File: config.mk
export PLATFORM = sky130hd
export DESIGN_NAME = uart_fifo_ctrl
export DESIGN_NICKNAME = d
export VERILOG_FILES = /design/src/rtl/uart_fifo_pkg.sv /design/src/rtl/uart_byte_fifo.sv /design/src/rtl/uart_rx_timeout.sv /design/src/rtl/uart_fifo_ctrl.sv
export SDC_FILE = /design/constraint.sdc
export NUM_CORES = 1
export LEC_CHECK = 0
export ABC_CLOCK_PERIOD_IN_PS = 9400
export CORE_ASPECT_RATIO = 0.7
export CORE_MARGIN = 10
export CORE_UTILIZATION = 35
export DETAILED_ROUTE_END_ITERATION = 8
export DONT_BUFFER_PORTS = 1
export PLACE_DENSITY_LB_ADDON = 0.3
export SLEW_MARGIN = 40
export SYNTH_ARGS = -nofsm -noshare
export SYNTH_HDL_FRONTEND = slang
export SYNTH_SLANG_ARGS = --single-unit
File: constraint.sdc
create_clock -name clk_i -period 9.4 [get_ports clk_i]
set_input_delay 1.88 -clock clk_i [delete_from_list [all_inputs] [get_ports clk_i]]
set_output_delay 1.88 -clock clk_i [all_outputs]
set_load 0.005 [all_outputs]
File: src/rtl/uart_fifo_pkg.sv
package uart_fifo_pkg;

  localparam int unsigned FCR_EN_BIT    = 0;
  localparam int unsigned FCR_RXCLR_BIT = 1;
  localparam int unsigned FCR_TXCLR_BIT = 2;
  localparam int unsigned FCR_TRIG_LSB  = 6;

  typedef struct packed {
    logic       en;
    logic [1:0] trig;
  } fifo_cfg_t;

  function automatic int unsigned trig_bytes(input logic [1:0] sel);
    case (sel)
      2'b00:   return 1;
      2'b01:   return 4;
      2'b10:   return 8;
      default: return 14;
    endcase
  endfunction

endpackage

File: src/rtl/uart_byte_fifo.sv
module uart_byte_fifo #(
  parameter int unsigned DEPTH = 16,
  parameter int unsigned WIDTH = 8,
  localparam int unsigned PW = $clog2(DEPTH),
  localparam int unsigned CW = $clog2(DEPTH + 1)
) (
  input  logic             clk_i,
  input  logic             rst_ni,
  input  logic             clr_i,
  input  logic             push_i,
  input  logic [WIDTH-1:0] data_i,
  input  logic             pop_i,
  output logic [WIDTH-1:0] head_o,
  output logic [CW-1:0]    cnt_o,
  output logic             empty_o,
  output logic             full_o,
  output logic             push_acc_o,
  output logic             pop_acc_o
);

  logic [WIDTH-1:0] mem_q [DEPTH];
  logic [PW-1:0]    wr_ptr_q, rd_ptr_q;
  logic [CW-1:0]    cnt_q;

  function automatic logic [PW-1:0] bump(input logic [PW-1:0] p);
    return (p == PW'(DEPTH - 1)) ? '0 : p + PW'(1);
  endfunction

  assign empty_o    = (cnt_q == '0);
  assign full_o     = (cnt_q == CW'(DEPTH));
  assign push_acc_o = push_i && !full_o && !clr_i;
  assign pop_acc_o  = pop_i && !empty_o && !clr_i;
  assign head_o     = mem_q[rd_ptr_q];
  assign cnt_o      = cnt_q;

  always_ff @(posedge clk_i or negedge rst_ni) begin
    if (!rst_ni) begin
      wr_ptr_q <= '0;
      rd_ptr_q <= '0;
      cnt_q    <= '0;
    end else if (clr_i) begin
      wr_ptr_q <= '0;
      rd_ptr_q <= '0;
      cnt_q    <= '0;
    end else begin
      if (push_acc_o) wr_ptr_q <= bump(wr_ptr_q);
      if (pop_acc_o)  rd_ptr_q <= bump(rd_ptr_q);
      cnt_q <= cnt_q + CW'(push_acc_o) - CW'(pop_acc_o);
    end
  end

  always_ff @(posedge clk_i) begin
    if (push_acc_o) mem_q[wr_ptr_q] <= data_i;
  end

endmodule

File: src/rtl/uart_rx_timeout.sv
module uart_rx_timeout #(
  parameter int unsigned CHARS = 4,
  localparam int unsigned TW = $clog2(CHARS + 1)
) (
  input  logic clk_i,
  input  logic rst_ni,
  input  logic arm_i,
  input  logic restart_i,
  input  logic tick_i,
  output logic fire_o
);

  logic [TW-1:0] cnt_q;
  logic          fired_q;

  always_ff @(posedge clk_i or negedge rst_ni) begin
    if (!rst_ni) begin
      cnt_q   <= '0;
      fired_q <= 1'b0;
      fire_o  <= 1'b0;
    end else begin
      fire_o <= 1'b0;
      if (restart_i || !arm_i) begin
        cnt_q   <= '0;
        fired_q <= 1'b0;
      end else if (tick_i && !fired_q) begin
        if (cnt_q == TW'(CHARS - 1)) begin
          fire_o  <= 1'b1;
          fired_q <= 1'b1;
        end else begin
          cnt_q <= cnt_q + TW'(1);
        end
      end
    end
  end

endmodule

File: src/rtl/uart_fifo_ctrl.sv
module uart_fifo_ctrl
  import uart_fifo_pkg::*;
#(
  parameter int unsigned DEPTH    = 16,
  parameter int unsigned DW       = 8,
  parameter int unsigned TO_CHARS = 4,
  localparam int unsigned CW = $clog2(DEPTH + 1)
) (
  input  logic          clk_i,
  input  logic          rst_ni,
  input  logic          fcr_we_i,
  input  logic [7:0]    fcr_wdata_i,
  input  logic          thr_we_i,
  input  logic [DW-1:0] thr_wdata_i,
  input  logic          rbr_re_i,
  output logic [DW-1:0] rbr_rdata_o,
  input  logic          rx_valid_i,
  input  logic [DW-1:0] rx_data_i,
  output logic          tx_valid_o,
  output logic [DW-1:0] tx_data_o,
  input  logic          tx_ready_i,
  input  logic          char_tick_i,
  output logic [7:0]    lsr_o,
  output logic          irq_rx_set_o,
  output logic          irq_rx_clr_o,
  output logic          irq_to_set_o,
  output logic          irq_tx_set_o
);

  fifo_cfg_t cfg_q;

  logic rx_clr, tx_clr;
  assign rx_clr = fcr_we_i && fcr_wdata_i[FCR_RXCLR_BIT];
  assign tx_clr = fcr_we_i && fcr_wdata_i[FCR_TXCLR_BIT];

  always_ff @(posedge clk_i or negedge rst_ni) begin
    if (!rst_ni)       cfg_q <= '0;
    else if (fcr_we_i) cfg_q <= '{en:   fcr_wdata_i[FCR_EN_BIT],
                                  trig: fcr_wdata_i[FCR_TRIG_LSB+1:FCR_TRIG_LSB]};
  end

  // receive queue
  logic [DW-1:0] rx_head;
  logic [CW-1:0] rx_cnt, rx_cnt_nxt;
  logic          rx_empty, rx_full, rx_push_acc, rx_pop_acc;

  uart_byte_fifo #(.DEPTH(DEPTH), .WIDTH(DW)) u_rx_fifo (
    .clk_i      (clk_i),
    .rst_ni     (rst_ni),
    .clr_i      (rx_clr),
    .push_i     (rx_valid_i),
    .data_i     (rx_data_i),
    .pop_i      (rbr_re_i),
    .head_o     (rx_head),
    .cnt_o      (rx_cnt),
    .empty_o    (rx_empty),
    .full_o     (rx_full),
    .push_acc_o (rx_push_acc),
    .pop_acc_o  (rx_pop_acc)
  );

  // transmit queue
  logic [DW-1:0] tx_head;
  logic [CW-1:0] tx_cnt, tx_cnt_nxt;
  logic          tx_empty, tx_full, tx_push_acc, tx_pop_acc;

  uart_byte_fifo #(.DEPTH(DEPTH), .WIDTH(DW)) u_tx_fifo (
    .clk_i      (clk_i),
    .rst_ni     (rst_ni),
    .clr_i      (tx_clr),
    .push_i     (thr_we_i),
    .data_i     (thr_wdata_i),
    .pop_i      (tx_ready_i),
    .head_o     (tx_head),
    .cnt_o      (tx_cnt),
    .empty_o    (tx_empty),
    .full_o     (tx_full),
    .push_acc_o (tx_push_acc),
    .pop_acc_o  (tx_pop_acc)
  );

  assign rx_cnt_nxt = rx_cnt + CW'(rx_push_acc) - CW'(rx_pop_acc);
  assign tx_cnt_nxt = tx_cnt + CW'(tx_push_acc) - CW'(tx_pop_acc);

  assign rbr_rdata_o = rx_empty ? '0 : rx_head;
  assign tx_valid_o  = !tx_empty;
  assign tx_data_o   = tx_head;

  logic rx_at_trig;
  assign rx_at_trig = (rx_cnt_nxt >= CW'(trig_bytes(cfg_q.trig)));

  always_ff @(posedge clk_i or negedge rst_ni) begin
    if (!rst_ni) begin
      irq_rx_set_o <= 1'b0;
      irq_rx_clr_o <= 1'b0;
      irq_tx_set_o <= 1'b0;
    end else begin
      irq_rx_set_o <= rx_push_acc && (!cfg_q.en || rx_at_trig);
      irq_rx_clr_o <= rx_pop_acc && (cfg_q.en || rx_cnt_nxt == '0);
      irq_tx_set_o <= tx_pop_acc && (!cfg_q.en || tx_cnt_nxt == '0);
    end
  end

  uart_rx_timeout #(.CHARS(TO_CHARS)) u_rx_timeout (
    .clk_i     (clk_i),
    .rst_ni    (rst_ni),
    .arm_i     (cfg_q.en && !rx_empty),
    .restart_i (rx_push_acc || rx_pop_acc || rx_clr),
    .tick_i    (char_tick_i),
    .fire_o    (irq_to_set_o)
  );

  logic thr_room;
  assign thr_room = cfg_q.en ? tx_empty : !tx_full;
  assign lsr_o    = {1'b0, 1'b1, thr_room, 4'b0000, !rx_empty};

endmodule

* Word-level counts from Yosys, hierarchy flattened
Memories as Yosys holds them, arrays and structs flattened. Index checks and enable logic that the tools add are counted.
Storage, ports and cells: word-level logic and storage cells 109, output and inout bits 29, bits in writable memories 256, register bits 37, memories 2, input port bits 32
Memories:
- u_rx_fifo.mem_q | depth 16, bits a word 8, read ports 1, clocked after memory_dff 0, write ports 1, RTL line uart_byte_fifo.sv:21 | logic [WIDTH-1:0] mem_q [DEPTH];
- u_tx_fifo.mem_q | depth 16, bits a word 8, read ports 1, clocked after memory_dff 0, write ports 1, RTL line uart_byte_fifo.sv:21
Operators by class: order comparisons 1, reductions and logical operators 43, multiplexer cells 30, add/sub/neg operators 9, equal/unequal tests 10
Operators by type and width (count):
- 4-bit 2-to-1 mux | 12
- 5-bit zero test | 4
- 4-bit by 1-bit adder with 4-bit output (second input constant) | 4
- 4-bit == test (second input constant) | 4
- 1-bit logical AND | 15
- 4-bit case mux with 3 select lines | 1
- 2-bit nonzero test | 6
- 1-bit 2-to-1 mux | 11
- 5-bit by 1-bit adder with 5-bit output | 2
- 5-bit == test (second input constant) | 2
- 5-bit 2-to-1 mux | 2
- 5-bit by 1-bit subtractor with 5-bit output | 2
- 1-bit zero test | 9
- 3-bit 2-to-1 mux | 3
- 8-bit 2-to-1 mux | 1
- 1-bit logical OR | 6
- 5-bit >= comparator | 1
- 2-bit AND reduction | 2
- 3-bit by 1-bit adder with 3-bit output (second input constant) | 1
- 3-bit by 2-bit == test with 1-bit output (second input constant) | 1
- 2-bit by 1-bit == test with 1-bit output (second input constant) | 1
- 2-bit == test (second input constant) | 1
- 2-bit zero test | 1
- 2-bit by 1-bit inequality test with 1-bit output (second input constant) | 1

* Longest topological paths before layout
depth after elaboration 9, mapped depth 18, depth with buffers taken out 17

* By module
Synthesis repeated with hierarchy kept, for this count alone.
Second synthesis, totals: cell total of the unflattened synthesis 805, area, all modules 12868.6 um2
By module, submodules not included:
- uart_byte_fifo | area an instance 5886.9 um2, times used 2, seq. area each 4169.0 um2, cells an instance 342
- uart_fifo_ctrl | area an instance 825.8 um2, times used 1, seq. area each 150.1 um2, cells an instance 98
- uart_rx_timeout | area an instance 269.0 um2, times used 1, seq. area each 125.1 um2, cells an instance 23

* Least setup slack after synthesis
No wires, ideal clock.
path kind input-to-reg, from in fcr_wdata_i[1], to reg irq_rx_set_o, slack 4.817 ns, cell stages on the path 15, data required time 9.266 ns, path buffers 2, arrival time 4.449 ns, setup time 0.134 ns, cell sequence and2_1 -> clkbuf_1 -> buf_1 -> nor2_1 -> ha_1 -> inv_1 -> ha_1 -> inv_1 -> fa_1 -> xnor2_1 -> ha_1 -> o21ai_0 -> a21oi_1 -> nor4bb_1 -> nor3_1
Between the ends: longest elaborated chain between the ends 8, elaborated cells on any way between the ends 9, those cells by class 2 x add/sub; 1 x order compare; 6 x reduce/logical
RTL lines:
- start, declared | RTL line uart_fifo_ctrl.sv:12 | input logic [7:0] fcr_wdata_i,
- 1-bit logical AND (*) | RTL line uart_fifo_ctrl.sv:33 | assign rx_clr = fcr_we_i && fcr_wdata_i[FCR_RXCLR_BIT];
- 1-bit zero test (*) | RTL line uart_byte_fifo.sv:31, uart_byte_fifo.sv:32
- 1-bit logical AND | RTL line uart_byte_fifo.sv:31 | assign push_acc_o = push_i && !full_o && !clr_i;
- 5-bit by 1-bit adder with 5-bit output | RTL line uart_fifo_ctrl.sv:82 | assign rx_cnt_nxt = rx_cnt + CW'(rx_push_acc) - CW'(rx_pop_acc);
- 5-bit by 1-bit subtractor with 5-bit output | RTL line uart_fifo_ctrl.sv:82
- 5-bit >= comparator | RTL line uart_fifo_ctrl.sv:90 | assign rx_at_trig = (rx_cnt_nxt >= CW'(trig_bytes(cfg_q.trig)));
- 1-bit logical OR | RTL line uart_fifo_ctrl.sv:98 | irq_rx_set_o <= rx_push_acc && (!cfg_q.en || rx_at_trig);
- 1-bit logical AND (*) | RTL line uart_fifo_ctrl.sv:98
- end signal, assigned | RTL line uart_fifo_ctrl.sv:98
- end, declared | RTL line uart_fifo_ctrl.sv:24 | output logic irq_rx_set_o,
Every way passes the cells marked *; elsewhere a longest branch is shown, timed or not. A chain may end at the register's enable or synchronous reset.

* Final worst setup path
from reg u_rx_fifo.rd_ptr_q[0], to out rbr_rdata_o[6]
Between the ends: longest elaborated chain between the ends 2
RTL lines:
- start, declared | RTL line uart_byte_fifo.sv:22 | logic [PW-1:0] wr_ptr_q, rd_ptr_q;
- start signal, assigned | RTL line uart_byte_fifo.sv:47 | if (pop_acc_o) rd_ptr_q <= bump(rd_ptr_q);
- memory read 16 x 8 bit
- 8-bit 2-to-1 mux | RTL line uart_fifo_ctrl.sv:85 | assign rbr_rdata_o = rx_empty ? '0 : rx_head;
- end, declared | RTL line uart_fifo_ctrl.sv:16 | output logic [DW-1:0] rbr_rdata_o,
No other way between the ends.

==> out/metrics.cfg <==
[global_route]
grt.overflow.total=0
grt_pass1_wl_um=37900
antenna_found_initial=0
grt_max_degree=54
track_usage=0.114
grt_pass1_vias=6070

[clock_network]
cts.sinks=293
post_cts_buffers=0
cts.repair.resized=0
clock_path_buffers=3
clk_pin_slew_ns=0.06
cts_buffers=29
cts_root_buffer=clkbuf_16
h-tree-depth=1
postCtsHoldBufs=0
cts_tree=done
insertion_delay_ns=0.58

[worst_setup_path]
path_cells=buf_4, mux4_2, mux2i_1, o22ai_1
critPathArrivalTime_ns=2.79
cp_slowest_cell=dfrtp_2
crit_path_end_kind=primary output
reg2reg_depth=16
crit_required_ns=7.52
worstReg2RegEnd=irq_rx_set_o
cpPeakStageDelay_ns=0.56
critPathTopFamily=multiplexers
worstSetupStartpointType=flop
path_depth=4
worstPathMaxFanout=26
reg2reg_slack_ns=5.56
r2r_start=u_rx_fifo.cnt_o[3]
worstSetupEndpoint=rbr_rdata_o[6]
critPathLaunch=u_rx_fifo.rd_ptr_q[0]
worst-setup-path-type=flop to primary output
crit_buf_inv=1

[power]
pwr_density_cell_nw_per_um2=271
peakVddDrop_mv=0.119
power_leakage_nw=4.52
total_power_mw=3.69

[timing]
rsz0062_at_grt=no
setup_viol=0
drv_slew=0
timing.setup.tns_ns=0
hold_violations=0
max_freq_mhz=214
slew_headroom=0.446
finalCritPeriodShare=0.496
final.min_clock_period_ns=4.67
worst_slew_pin_slew_ns=0.828
fin_skew_ns=0.0319

[run_status]
outcome=finished clean

[layout]
area_delta_synth_final_pct=10.8
nNetsFinal=787
diodes=0
drive_gt1_frac=0.157

[synthesis]
synth_area_um2=12300
ys_seq_elements=293
synth_edf_count=256
syn_inst=722
yosys.cell_types.count=46
async_flop_share=0.126
ys_seq_area_frac=0.700
ys_warn_count=0
syn_area_per_cell_um2=17.0
synth_top_flop_cell=edfxtp_1

[route]
viasPerCell=4.96
final_antenna_net_count=0
drt-pass1-iter-count=4
drt_iter0_markers=447
via_count=6050
drc=0
drt-total-wl_um=24800
wl_per_cell_um=20.3

[floorplanning]
core.rowCount=57
start_util=0.355
num_io_pins=61
die-area_um2=43200
core_um2=34700
fp.dieH_um=177
die_x_um=244

[flow_run]
cap_violations=0

[placed_design]
io_buffers=0
hpwl_um=16000
gp_congestion=0.743

[min_path]
hold_path_class=flop to flop

[power by group]
| part | internal, mW | leakage (nW) | switching [mW] | total, mW |
|---|---|---|---|---|
| Sequential | 1.53 | 2.78 | 0.100 | 1.63 |
| Clock | 0.599 | 0.426 | 0.491 | 1.09 |
| Combinational | 0.431 | 1.31 | 0.533 | 0.964 |
[stage by stage]
step	util	hold WS [ns]	setup WS, ns	instances	instance area, µm²
after global placement	0.367	0.446	4.60	1166	12700
after detailed placement	0.367	0.446	4.56	1166	12700
after CTS	0.393	0.449	4.65	1219	13600
after global routing	0.393	0.472	4.54	1219	13600
final	0.393	0.447	4.73	1219	13600
after floorplan	-	0.432	4.82	726	12300
[kinds of logic (layout without fill, tap and decap cells)]
kind of cell / Yosys count / count (layout) / synth area share
flops: 293 / 293 / 0.700
buf+inv: 70 / 91 / 0.0300
simple gates: 135 / 135 / 0.0540
fa+ha+maj: 30 / 30 / 0.0317
mux: 103 / 103 / 0.133
xor+xnor: 13 / 13 / 0.00926
compound gates: 76 / 76 / 0.0411
other cells: 2 / 6 / 0.000611
[state kept, by name, indices dropped and copies added, names as in the netlist, 3 cells and up]
register,cells
cfg_q,3
u_rx_fifo.cnt_o,5
u_rx_fifo.mem_q,128
u_rx_fifo.rd_ptr_q,4
u_rx_fifo.wr_ptr_q,4
u_rx_timeout.cnt_q,3
u_tx_fifo.cnt_o,5
u_tx_fifo.mem_q,128
u_tx_fifo.rd_ptr_q,4
u_tx_fifo.wr_ptr_q,4
[synth_stat cells, types with 3 or more instances]
library cell | n | area share
nand3_1 | 4 | 0.0016
o21ai_0 | 16 | 0.0065
a221oi_1 | 16 | 0.011
nand2_1 | 32 | 0.0098
nor3b_1 | 5 | 0.0031
nor3_1 | 9 | 0.0037
nor2_1 | 44 | 0.013
edfxtp_1 | 256 | 0.63
nor2b_1 | 5 | 0.0025
mux4_2 | 48 | 0.088
inv_1 | 29 | 0.0089
xor2_1 | 4 | 0.0028
buf_4 | 11 | 0.0067
a311oi_1 | 3 | 0.0021
buf_2 | 13 | 0.0053
mux2i_1 | 54 | 0.044
clkbuf_1 | 8 | 0.0024
nand2b_1 | 5 | 0.0025
xnor2_1 | 9 | 0.0064
a22oi_1 | 8 | 0.0049
dfrtp_1 | 37 | 0.075
buf_6 | 6 | 0.0055
o22ai_1 | 8 | 0.0041
and2_1 | 20 | 0.010
a21oi_1 | 17 | 0.0069
ha_1 | 28 | 0.028
[placed cells by master, fill, tap and decap left out, types with 8 or more instances in the layout]
cell type  synthesis  final
nor3_1             9      9
a221oi_1          16     16
clkbuf_1           8      9
o21ai_0           16     16
inv_1             29     29
nand2_1           32     32
ha_1              28     28
nor2_1            44     33
buf_4             11      8
mux2i_1           54     54
and2_1            20     20
edfxtp_1         256    256
clkbuf_16          0     29
o22ai_1            8      8
nor2_2             0     11
mux4_2            48     48
a21oi_1           17     17
a22oi_1            8      8
dfrtp_1           37     34
xnor2_1            9      9
[per-layer routing]
| metal | wire [µm] | track usage |
|---|---|---|
| met1 | 12300 | 0.173 |
| met2 | 10500 | 0.158 |
| met3 | 1380 | 0.0271 |
| met4 | 616 | 0.0361 |
| met5 | 0 | 0 |
[worst min-delay path by stage]
stage	slack, ns	startpoint	end	cells past startpoint
finish	0.45	u_rx_timeout.fired_q	u_rx_timeout.fire_o	1
global route	0.47	u_rx_timeout.fired_q	u_rx_timeout.fire_o	1
global placement	0.45	u_rx_timeout.fired_q	u_rx_timeout.fire_o	1
floorplan	0.43	u_rx_timeout.fired_q	u_rx_timeout.fire_o	1
CTS	0.45	u_rx_timeout.fired_q	u_rx_timeout.fire_o	1
detailed placement	0.45	u_rx_timeout.fired_q	u_rx_timeout.fire_o	1
[final cells by class]
cell class,instances,area [µm²]
fillers,3160,21000
flip-flops and latches,293,8620
multi-input cells,363,3360
clock buffers,38,759
well taps,472,591
clock inverters,15,119
inverters,29,109
repair buffers,9,71.3
(Power assumes the default switching activity.)
